[src/rtl/j1850_fault_pkg.sv]
package j1850_fault_pkg;
    typedef enum logic [2:0] {
        S_IDLE      = 3'd0,
        S_RX        = 3'd1,
        S_TX        = 3'd2,
        S_WAIT_EOF  = 3'd3,
        S_WAIT_IDLE = 3'd4,
        S_WAIT_SOF  = 3'd5,
        S_STUCK     = 3'd6
    } link_st_t;

    localparam logic [1:0] VEC_NONE = 2'd0;
    localparam logic [1:0] VEC_EOF  = 2'd1;
    localparam logic [1:0] VEC_CRC  = 2'd2;
    localparam logic [1:0] VEC_INV  = 2'd3;
endpackage

[src/rtl/j1850_link_fsm.sv]
module j1850_link_fsm
    import j1850_fault_pkg::*;
(
    input  logic     clk,
    input  logic     rst_n,
    input  logic     ev_sof,
    input  logic     ev_eof,
    input  logic     ev_idle,
    input  logic     ev_break,
    input  logic     ev_bad_bit,
    input  logic     ev_frame_off,
    input  logic     ev_crc_bad,
    input  logic     ev_echo_err,
    input  logic     bus_stuck_hi,
    input  logic     host_tx_req,
    output link_st_t state,
    output logic     tx_pend,
    output logic     tx_abort,
    output logic     set_inv,
    output logic     set_crc,
    output logic     set_eof
);
    link_st_t nxt;
    logic     abort_now;
    logic     pend_clr;

    always_comb begin
        nxt       = state;
        set_inv   = 1'b0;
        set_crc   = 1'b0;
        set_eof   = 1'b0;
        abort_now = 1'b0;
        pend_clr  = 1'b0;
        unique case (state)
            S_IDLE: begin
                if (bus_stuck_hi) begin
                    nxt = S_STUCK; set_inv = 1'b1;
                end else if (ev_sof) begin
                    nxt = S_RX;
                end else if (tx_pend || host_tx_req) begin
                    nxt = S_TX;
                end
            end
            S_RX: begin
                if (bus_stuck_hi) begin
                    nxt = S_STUCK; set_inv = 1'b1;
                end else if (ev_break) begin
                    nxt = S_WAIT_IDLE; set_inv = 1'b1;
                end else if (ev_bad_bit || ev_frame_off) begin
                    nxt = S_WAIT_EOF; set_inv = 1'b1;
                end else if (ev_crc_bad) begin
                    nxt = S_WAIT_EOF; set_crc = 1'b1;
                end else if (ev_eof) begin
                    nxt = S_IDLE; set_eof = 1'b1;
                end
            end
            S_TX: begin
                if (bus_stuck_hi) begin
                    nxt = S_STUCK; set_inv = 1'b1; abort_now = 1'b1;
                end else if (ev_echo_err) begin
                    nxt = S_IDLE; set_inv = 1'b1; abort_now = 1'b1; pend_clr = 1'b1;
                end else if (ev_break) begin
                    nxt = S_WAIT_IDLE; set_inv = 1'b1; abort_now = 1'b1;
                end else if (ev_bad_bit || ev_frame_off) begin
                    nxt = S_WAIT_EOF; set_inv = 1'b1; abort_now = 1'b1;
                end else if (ev_crc_bad) begin
                    nxt = S_WAIT_EOF; set_crc = 1'b1; abort_now = 1'b1;
                end else if (ev_eof) begin
                    nxt = S_IDLE; set_eof = 1'b1; pend_clr = 1'b1;
                end
            end
            S_WAIT_EOF: begin
                if (bus_stuck_hi) begin
                    nxt = S_STUCK; set_inv = 1'b1;
                end else if (ev_break) begin
                    nxt = S_WAIT_IDLE; set_inv = 1'b1;
                end else if (ev_eof) begin
                    nxt = S_IDLE; set_eof = 1'b1;
                end
            end
            S_WAIT_IDLE: begin
                if (bus_stuck_hi) begin
                    nxt = S_STUCK; set_inv = 1'b1;
                end else if (ev_idle) begin
                    nxt = S_WAIT_SOF;
                end
            end
            S_WAIT_SOF: begin
                if (bus_stuck_hi) begin
                    nxt = S_STUCK; set_inv = 1'b1;
                end else if (ev_sof) begin
                    nxt = S_RX;
                end
            end
            S_STUCK: begin
                if (!bus_stuck_hi) nxt = S_WAIT_EOF;
            end
            default: nxt = S_IDLE;
        endcase
    end

    always_ff @(posedge clk) begin
        if (!rst_n) begin
            state    <= S_IDLE;
            tx_pend  <= 1'b0;
            tx_abort <= 1'b0;
        end else begin
            state    <= nxt;
            tx_abort <= abort_now;
            if (pend_clr)
                tx_pend <= 1'b0;
            else if (host_tx_req && state != S_TX)
                tx_pend <= 1'b1;
        end
    end


    tx_from_idle_chk: assert property (@(posedge clk) disable iff (!rst_n)
        (state != S_IDLE && state != S_TX) |=> state != S_TX);


    echo_drop_chk: assert property (@(posedge clk) disable iff (!rst_n)
        (state == S_TX && ev_echo_err && !bus_stuck_hi) |=> (state == S_IDLE && !tx_pend));


    crc_wait_chk: assert property (@(posedge clk) disable iff (!rst_n)
        ((state == S_RX || state == S_TX) && ev_crc_bad && !bus_stuck_hi) |=> state == S_WAIT_EOF);


    break_wait_chk: assert property (@(posedge clk) disable iff (!rst_n)
        ((state == S_RX || state == S_TX) && ev_break && !bus_stuck_hi) |=> state == S_WAIT_IDLE);


    stuck_hold_chk: assert property (@(posedge clk) disable iff (!rst_n)
        (state == S_STUCK && bus_stuck_hi) |=> state == S_STUCK);
endmodule

[src/rtl/j1850_irq_vec.sv]
module j1850_irq_vec
    import j1850_fault_pkg::*;
(
    input  logic       clk,
    input  logic       rst_n,
    input  logic       set_inv,
    input  logic       set_crc,
    input  logic       set_eof,
    input  logic       vec_rd,
    output logic [1:0] vec,
    output logic       irq
);
    logic inv_q, crc_q, eof_q;

    always_comb begin
        if (inv_q)      vec = VEC_INV;
        else if (crc_q) vec = VEC_CRC;
        else if (eof_q) vec = VEC_EOF;
        else            vec = VEC_NONE;
        irq = (vec != VEC_NONE);
    end

    always_ff @(posedge clk) begin
        if (!rst_n) begin
            inv_q <= 1'b0;
            crc_q <= 1'b0;
            eof_q <= 1'b0;
        end else begin
            inv_q <= set_inv | (inv_q & ~(vec_rd && vec == VEC_INV));
            crc_q <= set_crc | (crc_q & ~(vec_rd && vec == VEC_CRC));
            eof_q <= set_eof | (eof_q & ~(vec_rd && vec == VEC_EOF));
        end
    end


    inv_top_chk: assert property (@(posedge clk) disable iff (!rst_n)
        set_inv |=> vec == VEC_INV);


    crc_read_chk: assert property (@(posedge clk) disable iff (!rst_n)
        (vec_rd && vec == VEC_CRC && !set_crc) |=> !crc_q);
endmodule

[src/rtl/j1850_stuck_timer.sv]
module j1850_stuck_timer #(
    parameter int CNT_W = 8
) (
    input  logic             clk,
    input  logic             rst_n,
    input  logic             stuck,
    input  logic             sym_tick,
    input  logic [CNT_W-1:0] limit,
    input  logic             clr,
    output logic             arb_lost
);
    logic [CNT_W-1:0] cnt;
    logic             hit;

    always_comb hit = stuck && sym_tick && (cnt != limit) && ((cnt + 1'b1) == limit);

    always_ff @(posedge clk) begin
        if (!rst_n) begin
            cnt      <= '0;
            arb_lost <= 1'b0;
        end else begin
            if (!stuck)
                cnt <= '0;
            else if (sym_tick && cnt != limit)
                cnt <= cnt + 1'b1;
            arb_lost <= hit | (arb_lost & ~clr);
        end
    end


    arb_only_stuck_chk: assert property (@(posedge clk) disable iff (!rst_n)
        (!stuck && !arb_lost) |=> !arb_lost);
endmodule

[src/rtl/j1850_fault_ctrl.sv]
module j1850_fault_ctrl
    import j1850_fault_pkg::*;
#(
    parameter int CNT_W = 8
) (
    input  logic             clk,
    input  logic             rst_n,
    input  logic             ev_sof,
    input  logic             ev_eof,
    input  logic             ev_idle,
    input  logic             ev_break,
    input  logic             ev_bad_bit,
    input  logic             ev_frame_off,
    input  logic             ev_crc_bad,
    input  logic             ev_echo_err,
    input  logic             bus_stuck_hi,
    input  logic             sym_tick,
    input  logic [CNT_W-1:0] stuck_limit,
    input  logic             host_tx_req,
    input  logic             vec_rd,
    output logic             tx_en,
    output logic             tx_abort,
    output logic             irq,
    output logic [1:0]       state_vec,
    output logic             arb_lost,
    output logic [2:0]       link_state
);
    link_st_t st;
    logic     pend, s_inv, s_crc, s_eof;

    j1850_link_fsm u_fsm (
        .clk(clk), .rst_n(rst_n),
        .ev_sof(ev_sof), .ev_eof(ev_eof), .ev_idle(ev_idle), .ev_break(ev_break),
        .ev_bad_bit(ev_bad_bit), .ev_frame_off(ev_frame_off), .ev_crc_bad(ev_crc_bad),
        .ev_echo_err(ev_echo_err), .bus_stuck_hi(bus_stuck_hi), .host_tx_req(host_tx_req),
        .state(st), .tx_pend(pend), .tx_abort(tx_abort),
        .set_inv(s_inv), .set_crc(s_crc), .set_eof(s_eof)
    );

    j1850_irq_vec u_vec (
        .clk(clk), .rst_n(rst_n),
        .set_inv(s_inv), .set_crc(s_crc), .set_eof(s_eof),
        .vec_rd(vec_rd), .vec(state_vec), .irq(irq)
    );

    j1850_stuck_timer #(.CNT_W(CNT_W)) u_tmr (
        .clk(clk), .rst_n(rst_n),
        .stuck(st == S_STUCK), .sym_tick(sym_tick), .limit(stuck_limit),
        .clr(vec_rd), .arb_lost(arb_lost)
    );

    assign tx_en      = (st == S_TX);
    assign link_state = st;

    logic unused_pend;
    assign unused_pend = pend;
endmodule

[config.mk]
export PLATFORM = sky130hd
export DESIGN_NAME = j1850_fault_ctrl
export DESIGN_NICKNAME = d
export VERILOG_FILES = /design/src/rtl/j1850_fault_pkg.sv /design/src/rtl/j1850_link_fsm.sv /design/src/rtl/j1850_irq_vec.sv /design/src/rtl/j1850_stuck_timer.sv /design/src/rtl/j1850_fault_ctrl.sv
export SDC_FILE = /design/constraint.sdc
export NUM_CORES = 1
export LEC_CHECK = 0
export CAP_MARGIN = 10
export CORE_MARGIN = 3
export CORE_UTILIZATION = 56
export CTS_BUF_LIST = sky130_fd_sc_hd__clkbuf_8
export DETAILED_ROUTE_END_ITERATION = 16
export GPL_TIMING_DRIVEN = 0
export PLACE_DENSITY = 0.88
export SLEW_MARGIN = 40
export SYNTH_ARGS = -nofsm -noshare
export SYNTH_HDL_FRONTEND = slang
export SYNTH_HIERARCHICAL = 1
export SYNTH_SLANG_ARGS = --single-unit
[constraint.sdc]
create_clock -name clk -period 4.3 [get_ports clk]
set_clock_uncertainty 0.1 [all_clocks]
set_input_delay 0.43 -clock clk [delete_from_list [all_inputs] [get_ports clk]]
set_output_delay 0.43 -clock clk [all_outputs]
set_load 0.1 [all_outputs]
Yosys cells after proc, flatten, opt, wreduce, memory -nomap -nowiden
Cells that the tools add are included.

Add/subtract/negate cells: 1. $mul: 0. Div/mod/pow operators: 0. $lt $le $gt $ge: 0. Equal/unequal tests: 16. Shift-type cells: 0. Mux-type cells: 54. Bitwise operators: 13. Reductions and logical operators: 17.

Operators with widths (number): $mux 3 (17); $mux 1 (31); $pmux 3 s7 (1); $eq 3x3->1 const B (3); $add 8x1->8 const B (1); $eq 8x8->1 (1); $logic_and 1x1->1 (8); $ne 8x8->1 (1); $eq 3x2->1 const B (2); $ne 3x3->1 const B (2); $not 1->1 (5); $and 1x1->1 (4); $eq 2x2->1 const B (2); $mux 2 (2); $ne 4x3->1 const B (1); $or 1x1->1 (4); $pmux 1 s4 (1); $reduce_and 2->1 (2); $reduce_and 4->1 (1); $eq 3x1->1 const B (1); $logic_not 3->1 (1); $ne 3x2->1 const B (1); $pmux 1 s3 (1); $reduce_or 3->1 (1); 6 further kinds (7).

Flip-flop bits (word level): 17. Bits in latches: 0. RAM bits: 0. Memory bits (read-only): 0. Input bits: 22. Output and inout port bits: 9. Logic and storage cells: 109. Memories: 0.

Depth between registers and ports, before layout
Gate-level depths: netlist of the first run.

Word-level depth: 8. Depth in mapped cells: 7. Depth with buffers taken out: 6.

By module
The synthesis of the first run kept the hierarchy.

Modules (own cells, without submodules): j1850_stuck_timer (instances 1, cells each 71, area each 646.9 um^2); j1850_link_fsm (instances 1, cells each 78, area each 545.5 um^2); j1850_irq_vec (instances 1, cells each 15, area each 137.6 um^2); j1850_fault_ctrl (instances 1, cells each 2, area each 21.3 um^2).

Least setup slack after synthesis of the first run
OpenSTA, ideal clock, no wires.

Path kind: flip-flop to output port. Start: reg u_fsm.state[1]. End: out tx_en. Data arrival time: 2.309 ns. Required time: 3.770 ns. Path slack: 1.461 ns. Stages on the path, launching flop included: 2. Cells stage by stage: dfxtp_1 nor3b_2.

Cells in the longest elaborated chain, start to end: 1.

Ends and longest elaborated chain: start: declaration (line j1850_link_fsm.sv:16) `output link_st_t state,`; start signal: assignment (line j1850_link_fsm.sv:108) `state <= nxt;`; $eq 3x2->1 (line j1850_fault_ctrl.sv:52) `assign tx_en = (st == S_TX);`; end: declaration (line j1850_fault_ctrl.sv:21) `output logic tx_en,`.

No other way between the ends.

==> flow_summary.ini, run 1 <==
[sta]
fmax_mhz = 442
drv_slew = 0
period_share_pct = 52.7
slew_headroom_pct = 67.6
setup_viol = 0
finalCriticalPeriod_ns = 2.26
hold_ws_ns = 0.390
final-hold-violation-count = 0
rsz0062_at_grt = no
worstMarginPinSlew_ns = 0.484
tns_ns = 0

[die]
dieArea_mm2 = 0.00304
coreArea_mm2 = 0.00225
die_w_um = 55.1
die_h_um = 55.1
row_count = 17
io_pins = 31
start_util_pct = 59.9

[power]
p_clk_share_pct = 18.1
p_sw_share_pct = 47.4
ir_drop_v = 0.000356
pwr-share-seq_pct = 29.0
pwr-share-comb_pct = 53.0
internal_power_uw = 338
switchingPower_uw = 304
power_density_mw_per_mm2 = 381
leakagePower_uw = 0.000631

[setup_path]
crit_path_start_kind = primary input
reg2reg_slack_ns = 2.22
r2r.worst_path.cells = 6
rr_endpoint = u_tmr/arb_lost
critPathCapture = u_tmr/arb_lost
cp.arrival_ns = 2.32
r2r_start = u_tmr/cnt[0]
crit_type = in2reg
cp_data_required_time_ns = 4.35
end_kind = flop
cp_max_fo = 11
startpoint = rst_n

[logic_synthesis]
synth_top_area_share_pct = 25.2
ys_seq_area_share_pct = 25.2
synth_common_cells = 17 x dfxtp_1, 15 x nor2_1, 12 x o21ai_0
synth.most_common_cell = dfxtp_1
synth_warnings = 6
ys_types = 55
synth-edff-count = 0
synthCells = 166
ys.flop_type = dfxtp_1
yosys.area.top_type = dfxtp_1
synth_area_per_cell_um2 = 8.14
syn-num-nets = 189
ys_top_cells_by_area = dfxtp_1 25%, xnor2_1 7.1%, xor2_1 4.5%, o21ai_0 4.4%, nor2_1 4.2%
yosys_register_bits = 17
async_flop_share_pct = 0
syn_area_mm2 = 0.00135

[place]
routabilityCongestion = 0.874
hpwl_um = 2500
port-buffer-count = 30

[run]
cap_violations = 0

[clocking]
cts.sinks = 17
htreeDepth = 1
clk_pin_slew_worst_paths_ns = 0.06
cts_post_setup_buffers_inserted = 0
postCtsResizedCells = 0
cts.hold.buffers_added = 0
cts_tree = built
cts_root_buf = clkbuf_8
clkLatencyLatePin_ns = 0.25
clockBufferDepth = 2
cts_made_buffers = 3

[run_status]
status = finished, final reports clean

[hold_path]
hp-class = reg2reg

[drt]
drt_pass1_iterations = 4
drc = 0
drt-vias-per-instance = 6.12
wirelength_um = 3390
ant_nets = 0
num_vias = 1395
wl_per_cell_um = 14.9
drt_iter0_drc = 42

[grt]
globalRouteOverflowTotal = 0
antenna_found_initial = 0
grt_max_degree = 12
grt_pass1_vias = 1218
grt_first_pass_wirelength_um = 5290
grt_use_total_pct = 23.6

[cells_and_area]
fillCellCount = 176
drive_gt1_share_pct = 17.0
syn2layout_area_growth_pct = 24.8
nets = 224
diodes = 0
kinds of logic after synthesis:
family	count (synthesis)	synth area share (%)
and+or+nand+nor	63	29.0
AOI/OAI and AO/OA	51	26.2
xor gates and xnor gates	18	11.7
DFF	17	25.2
buffers and inverters	14	5.56
muxes	2	1.48
adders and majority gates	1	0.926
placed cells by master, fill, tap and decap left out, types with 5 or more instances in the layout:
cell type / instances
inv_1: 6
nand4_1: 5
dfxtp_1: 17
xor2_1: 7
nor2_1: 15
nor3_1: 6
xnor2_1: 11
clkdlybuf4s50_1: 21
nand2_1: 7
a21oi_1: 7
o21ai_0: 12
buf_2: 12
routing by layer:
metal	share of wire, %	vias up	wire [um]	GRT usage [%]
met3	5.1	6	172	4.29
li1	-	685	-	-
met4	0.74	0	25	8.91
met1	44	655	1490	29.5
met2	50	49	1710	40.2
met5	0	-	0	0
how the worst min path moves through the flow:
stage                       start             to  slack [ns]  cells after the start
floorplan           u_fsm/tx_pend  u_fsm/tx_pend        0.36                      2
global placement    u_fsm/tx_pend  u_fsm/tx_pend        0.38                      2
detailed placement  u_fsm/tx_pend  u_fsm/tx_pend        0.38                      2
CTS                 u_fsm/tx_pend  u_fsm/tx_pend        0.39                      2
global route        u_fsm/tx_pend  u_fsm/tx_pend        0.42                      2
finish              u_fsm/tx_pend  u_fsm/tx_pend        0.39                      2
stage by stage:
step                util [%]  instances  instance area [um2]  worst slack, ns  power [uW]
finish                  74.8        228                 1690             2.04         642
global route            74.8        228                 1690             1.90         677
CTS                     74.8        228                 1690             2.04         640
detailed placement      72.8        224                 1640             1.76         522
global placement        74.8        224                 1690             1.77         534
floorplan                  -        166                 1350             1.46         449
worst max-delay path, stage by stage:
cell             delay, ns
clkdlybuf4s50_1       0.71
nand2_1               0.30
or4_4                 0.60
o41ai_2               0.28
power groups by stage:
stage	clock network (uW)	logic (uW)	registers (uW)
6_report	116	340	186
5_1_grt	128	360	188
3_3_place_gp	0	346	188
4_1_cts	118	336	186
3_5_place_dp	0	333	189
2_1_floorplan	0	201	248
flip-flops by register name (all words and copies together), names as in the netlist:
name and count:
u_tmr/cnt 8, u_vec/crc_q 1, u_vec/inv_q 1, u_vec/eof_q 1
u_fsm/tx_abort 1, u_fsm/state 3, u_tmr/arb_lost 1, u_fsm/tx_pend 1
area by class of cell:
cell class              instances  area, um2  share of cell area (%)
plain buffers                   9       56.3                    3.34
clock buffers                   3       41.3                    2.45
clock inverters                 1       3.75                   0.223
inverters                       5       18.8                    1.11
multi-input cells             135        936                    55.5
flip-flops and latches         17        340                    20.2
well taps                      28       35.0                    2.08
repair buffers                 30        255                    15.1
No activity file was read; power rests on OpenSTA's default activity.
==> run 2: changes to the inputs <==
Settings changed: CORE_UTILIZATION 56 to 47, PLACE_DENSITY 0.88 to 0.79.
Clock period 4.3 ns to 1.85 ns, I/O delays scaled along.
==> run 2 against run 1 <==
Compared with the run above:
- flip-flop and latch count did not move
- sequential power grew 140%
- global-route usage down 2.0 points
- sequential share of layout area is 0.57 points lower
- critical path depth grew 3
- hold slack improved by 0.022 ns
- via count up 1.8%
- largest power group unchanged
==> flow_summary.ini, run 2 (synthesis results as in run 1) <==
[run_status]
status = finished, final reports clean

[cells_and_area]
fillCellCount = 219
multi_input_area_mm2 = 0.00101
layout_commonest_cell = clkdlybuf4s50_1
most-common-layout-cells = 20 x clkdlybuf4s50_1, 15 x nor2_1, 12 x buf_2, 12 x o21ai_0
largest_register = u_tmr/cnt
diodes = 0
final_core_util_pct = 70.4
largest_reg_flops = 8
top_regs = u_tmr/cnt (8), u_fsm/state (3)
syn2layout_area_growth_pct = 36.0
final_area_mm2 = 0.00184
nets = 231
ff_latch_area_um2 = 360
drive_gt1_share_pct = 25.6

[drt]
ant_nets = 0
drt-vias-per-instance = 5.99
num_vias = 1420
drt_pass1_iterations = 4
drc = 0
wirelength_um = 3700
wl_per_cell_um = 15.6
drt_iter0_drc = 121

[power]
leakagePower_uw = 0.000704
p_total_uw = 1520
ir_drop_v = 0.000910
power_density_mw_per_mm2 = 828

[place]
dp_slack_ns = -0.388
routabilityCongestion = 0.856
placed_cell_area_mm2 = 0.00168
port-buffer-count = 30
hpwl_um = 2530

[hold_path]
hold_path_depth = 2
hp-class = reg2reg

[die]
start_util_pct = 51.7
io_pins = 31
die_h_um = 59.6
row_count = 18
coreArea_mm2 = 0.00261
die_w_um = 59.6
dieArea_mm2 = 0.00355

[setup_path]
crit_top_cell = buf_4
cp_max_fo = 7
crit_type = reg2reg
crit_path_start_kind = flop
path_cells = buf_4 > xnor2_1 > nand4_1 > buf_4 > o21ai_4 > mux2i_1 > nor2_1
cp_data_required_time_ns = 1.90
r2r.worst_path.cells = 7
end_kind = flop
cpPeakStageDelay_ns = 0.36
cp.arrival_ns = 1.85
crit_path_top_delay_cell = dfxtp_4

[clocking]
clockBufferDepth = 2
clkLatencyLatePin_ns = 0.26
cts_tree = built
cts_made_buffers = 3
cts.sinks = 17
clk_pin_slew_worst_paths_ns = 0.07
cts_root_buf = clkbuf_8
cts.hold.buffers_added = 0
htreeDepth = 1

[grt]
globalRouteOverflowTotal = 0
grt_pass1_vias = 1290
grt_use_total_pct = 21.6
grt_first_pass_wirelength_um = 5910
antenna_found_initial = 0
grt_max_degree = 12

[sta]
finalCriticalPeriod_ns = 1.80
fmax_mhz = 555
hold_ws_ns = 0.412
period_share_pct = 97.4
rsz0062_at_grt = no
final-hold-violation-count = 0
worstMarginPinSlew_ns = 0.497
drv_slew = 0
setup_viol = 0
slew_headroom_pct = 66.8
worst_slack_ns = 0.0490

[run]
cap_violations = 0
==> run 2: worst paths after layout <==
| path | start | end | slack (ns) |
|---|---|---|---|
| hold / removal | u_fsm/tx_pend | u_fsm/tx_pend | 0.41 |
| setup / recovery | u_tmr/cnt[0] | u_tmr/cnt[1] | 0.05 |
| hold reg to reg | u_fsm/tx_pend | u_fsm/tx_pend | 0.41 |
| setup reg to reg | u_tmr/cnt[0] | u_tmr/cnt[1] | 0.05 |
==> run 2: area by class of cell <==
cell class	count	share of cell area, %
clock buffer	3	2.25
clock inverter	1	0.204
timing repair buffer	38	17.1
sequential	17	19.6
buffer	8	2.86
tap	30	2.04
multi-input combinational	135	54.9
inverter	5	1.02
==> run 2: report_power, final <==
group / switching [uW] / internal [uW] / leakage [uW] / total (uW)
clock: 132 / 148 / 0.0000269 / 280
sequential: 39.1 / 402 / 0.000142 / 441
combinational: 547 / 254 / 0.000535 / 801
==> run 2: what timing repair did <==
action / 4_1_cts / 5_1_grt
setup buffers: 6 / 2
pin swaps: 6 / 6
gates resized for setup: 8 / 5
endpoints found under the setup margin: 4 / 11
==> run 2: routing by layer <==
metal  up-vias  part of all wire, %  global-route usage [%]  wire [um]
met1       669                   44                    28.2       1640
met3         7                  5.6                    2.83        207
li1        689                    -                       -          -
met5         -                    0                       0          0
met4         0                  1.8                    9.18         65
met2        55                   48                    35.6       1790
==> run 2: critical path, delay by kind of cell, from the launching register on <==
kind                   cells  cell delay [ns]
flip-flops                 1             0.36
buffers and inverters      2             0.34
multiplexers               1             0.25
AO/OA/AOI/OAI              1             0.23
XOR/XNOR                   1             0.21
AND/OR/NAND/NOR            2             0.19
==> run 2: through the flow <==
stage,setup TNS [ns],std cells
global route,0,237
finish,0,237
global placement,-1.39,226
CTS,0,236
detailed placement,-1.62,226
floorplan,0,166
==> run 3: changes to the inputs <==
Settings changed: PLACE_DENSITY 0.79 to not set, PLACE_DENSITY_LB_ADDON set to 0.1, SETUP_SLACK_MARGIN set to 0.5.
==> run 3 against run 2 <==
Compared with the run above:
- first-iteration DRC count increased by 22%
- cell count increased by 9.7%
- non-clock buffer count increased by 23
- combinational power increased by 56%
- core utilization increased by 18 points
- power increased by 31%
- global-route usage increased by 2.5 points
- cell area increased by 26%
- register-to-register slack about the same
- critical path depth decreased by 1
- die area unchanged
- maximum frequency decreased by 0.55%
- critical endpoint is now u_tmr/cnt[7]
- largest power group unchanged
==> flow_summary.ini, run 3 (synthesis results as in run 1) <==
[run_status]
status = finished, final reports clean

[grt]
antenna_found_initial = 0
grt_max_degree = 12
grt_first_pass_wirelength_um = 6760
globalRouteOverflowTotal = 0
grt_pass1_vias = 1498
grt_use_total_pct = 24.2

[power]
ir_drop_v = 0.000951
pwr-share-seq_pct = 22.6
p_clk_share_pct = 14.6
leakagePower_uw = 0.000923
power_density_mw_per_mm2 = 860
p_sw_share_pct = 44.9
pwr-share-comb_pct = 62.7
switchingPower_uw = 893
internal_power_uw = 1100

[setup_path]
crit_path_start_kind = flop
cp_data_required_time_ns = 1.89
cp_max_fo = 5
end_kind = flop
crit_type = reg2reg
cp.arrival_ns = 1.85

[run]
cap_violations = 0

[sta]
finalCriticalPeriod_ns = 1.81
slew_headroom_pct = 66.4
worstMarginPinSlew_ns = 0.508
drv_slew = 0
rsz0062_at_grt = yes
fmax_mhz = 552
final-hold-violation-count = 0
period_share_pct = 97.9
setup_viol = 0

[place]
placed_cell_area_mm2 = 0.00172
hpwl_um = 2510
port-buffer-count = 30
routabilityCongestion = 0.854

[clocking]
clockBufferDepth = 2
clk_pin_slew_worst_paths_ns = 0.07
cts.sinks = 17
clkLatencyLatePin_ns = 0.26
htreeDepth = 1
cts_tree = built
cts_made_buffers = 3
cts.hold.buffers_added = 0
cts_root_buf = clkbuf_8

[drt]
num_vias = 1685
drt_iter0_drc = 148
drc = 0
ant_nets = 0
drt_pass1_iterations = 5
drt-vias-per-instance = 6.48
wl_per_cell_um = 20.4
wirelength_um = 5310

[die]
start_util_pct = 51.7
dieArea_mm2 = 0.00355
die_w_um = 59.6
row_count = 18
io_pins = 31
die_h_um = 59.6
coreArea_mm2 = 0.00261

[cells_and_area]
top_regs = u_tmr/cnt (8), u_fsm/state (3)
layout_commonest_cell = buf_4
largest_register = u_tmr/cnt
most-common-layout-cells = 24 x buf_4, 14 x nor2_1, 12 x clkdlybuf4s50_1
largest_reg_flops = 8
nets = 254
final_core_util_pct = 88.6
diodes = 0
drive_gt1_share_pct = 44.8
syn2layout_area_growth_pct = 71.2
final_area_mm2 = 0.00231
fillCellCount = 125

[hold_path]
hp-class = in2reg
run 3: path summary, 6_finish.rpt:
kind / startpoint / to / slack, ns / cells after the start
min: ev_break / u_fsm/tx_abort / 0.33 / 3
min reg2reg: u_fsm/tx_pend / u_fsm/tx_pend / 0.44 / 2
max: u_tmr/cnt[3] / u_tmr/cnt[7] / 0.04 / 6
max reg2reg: u_tmr/cnt[3] / u_tmr/cnt[7] / 0.04 / 6
run 3: layout make-up:
type                            instances  area (um2)  share of cell area [%]
Sequential cell                        17         369                    16.0
Timing Repair Buffer                   60         578                    25.0
Tap cell                               30        37.5                    1.62
Buffer                                  9         108                    4.65
Clock buffer                            3        41.3                    1.78
Inverter                                5        18.8                   0.811
Clock inverter                          1        5.00                   0.216
Multi-Input combinational cell        135        1160                    50.0
run 3: layer usage:
metal	part of all wire [%]	routed length [um]	global-route usage, %	vias to the layer above
met4	2.8	146	2.53	0
met5	0	0	0	-
met3	9.8	522	5.01	23
met2	48	2550	40.7	128
met1	39	2090	32.8	782
li1	-	-	-	752
run 3: power by group through the flow:
stage | registers [uW] | logic [uW] | clock network (uW)
after floorplan | 589 | 479 | 0
after global placement | 449 | 816 | 0
after detailed placement | 452 | 785 | 0
after CTS | 443 | 989 | 292
after global routing | 457 | 1290 | 310
final | 450 | 1250 | 291
run 3: critical path, stage by stage, from the launching register on:
cell      delay (ns)
dfxtp_2         0.32
buf_6           0.13
xnor2_4         0.15
nand4_1         0.29
o211ai_1        0.36
xor2_1          0.24
nor2_1          0.09
run 3: repair_timing:
action / CTS / global route
resized for setup: 63 / 25
buffers inserted: 17 / 10
cloned: 2 / 1
pin swaps: 21 / 13
endpoints found under the setup margin: 21 / 22
run 3: stage by stage:
| stage | instances | TNS, ns | worst slack [ns] | power (uW) | hold slack (ns) |
|---|---|---|---|---|---|
| after floorplan | 166 | 0 | 0.134 | 1070 | 0.201 |
| after global placement | 226 | -1.34 | -0.178 | 1270 | 0.381 |
| after detailed placement | 226 | -1.16 | -0.183 | 1240 | 0.396 |
| after CTS | 249 | 0 | 0.160 | 1720 | 0.384 |
| after global routing | 260 | -0.0226 | -0.0226 | 2060 | 0.356 |
| final | 260 | 0 | 0.0391 | 1990 | 0.327 |
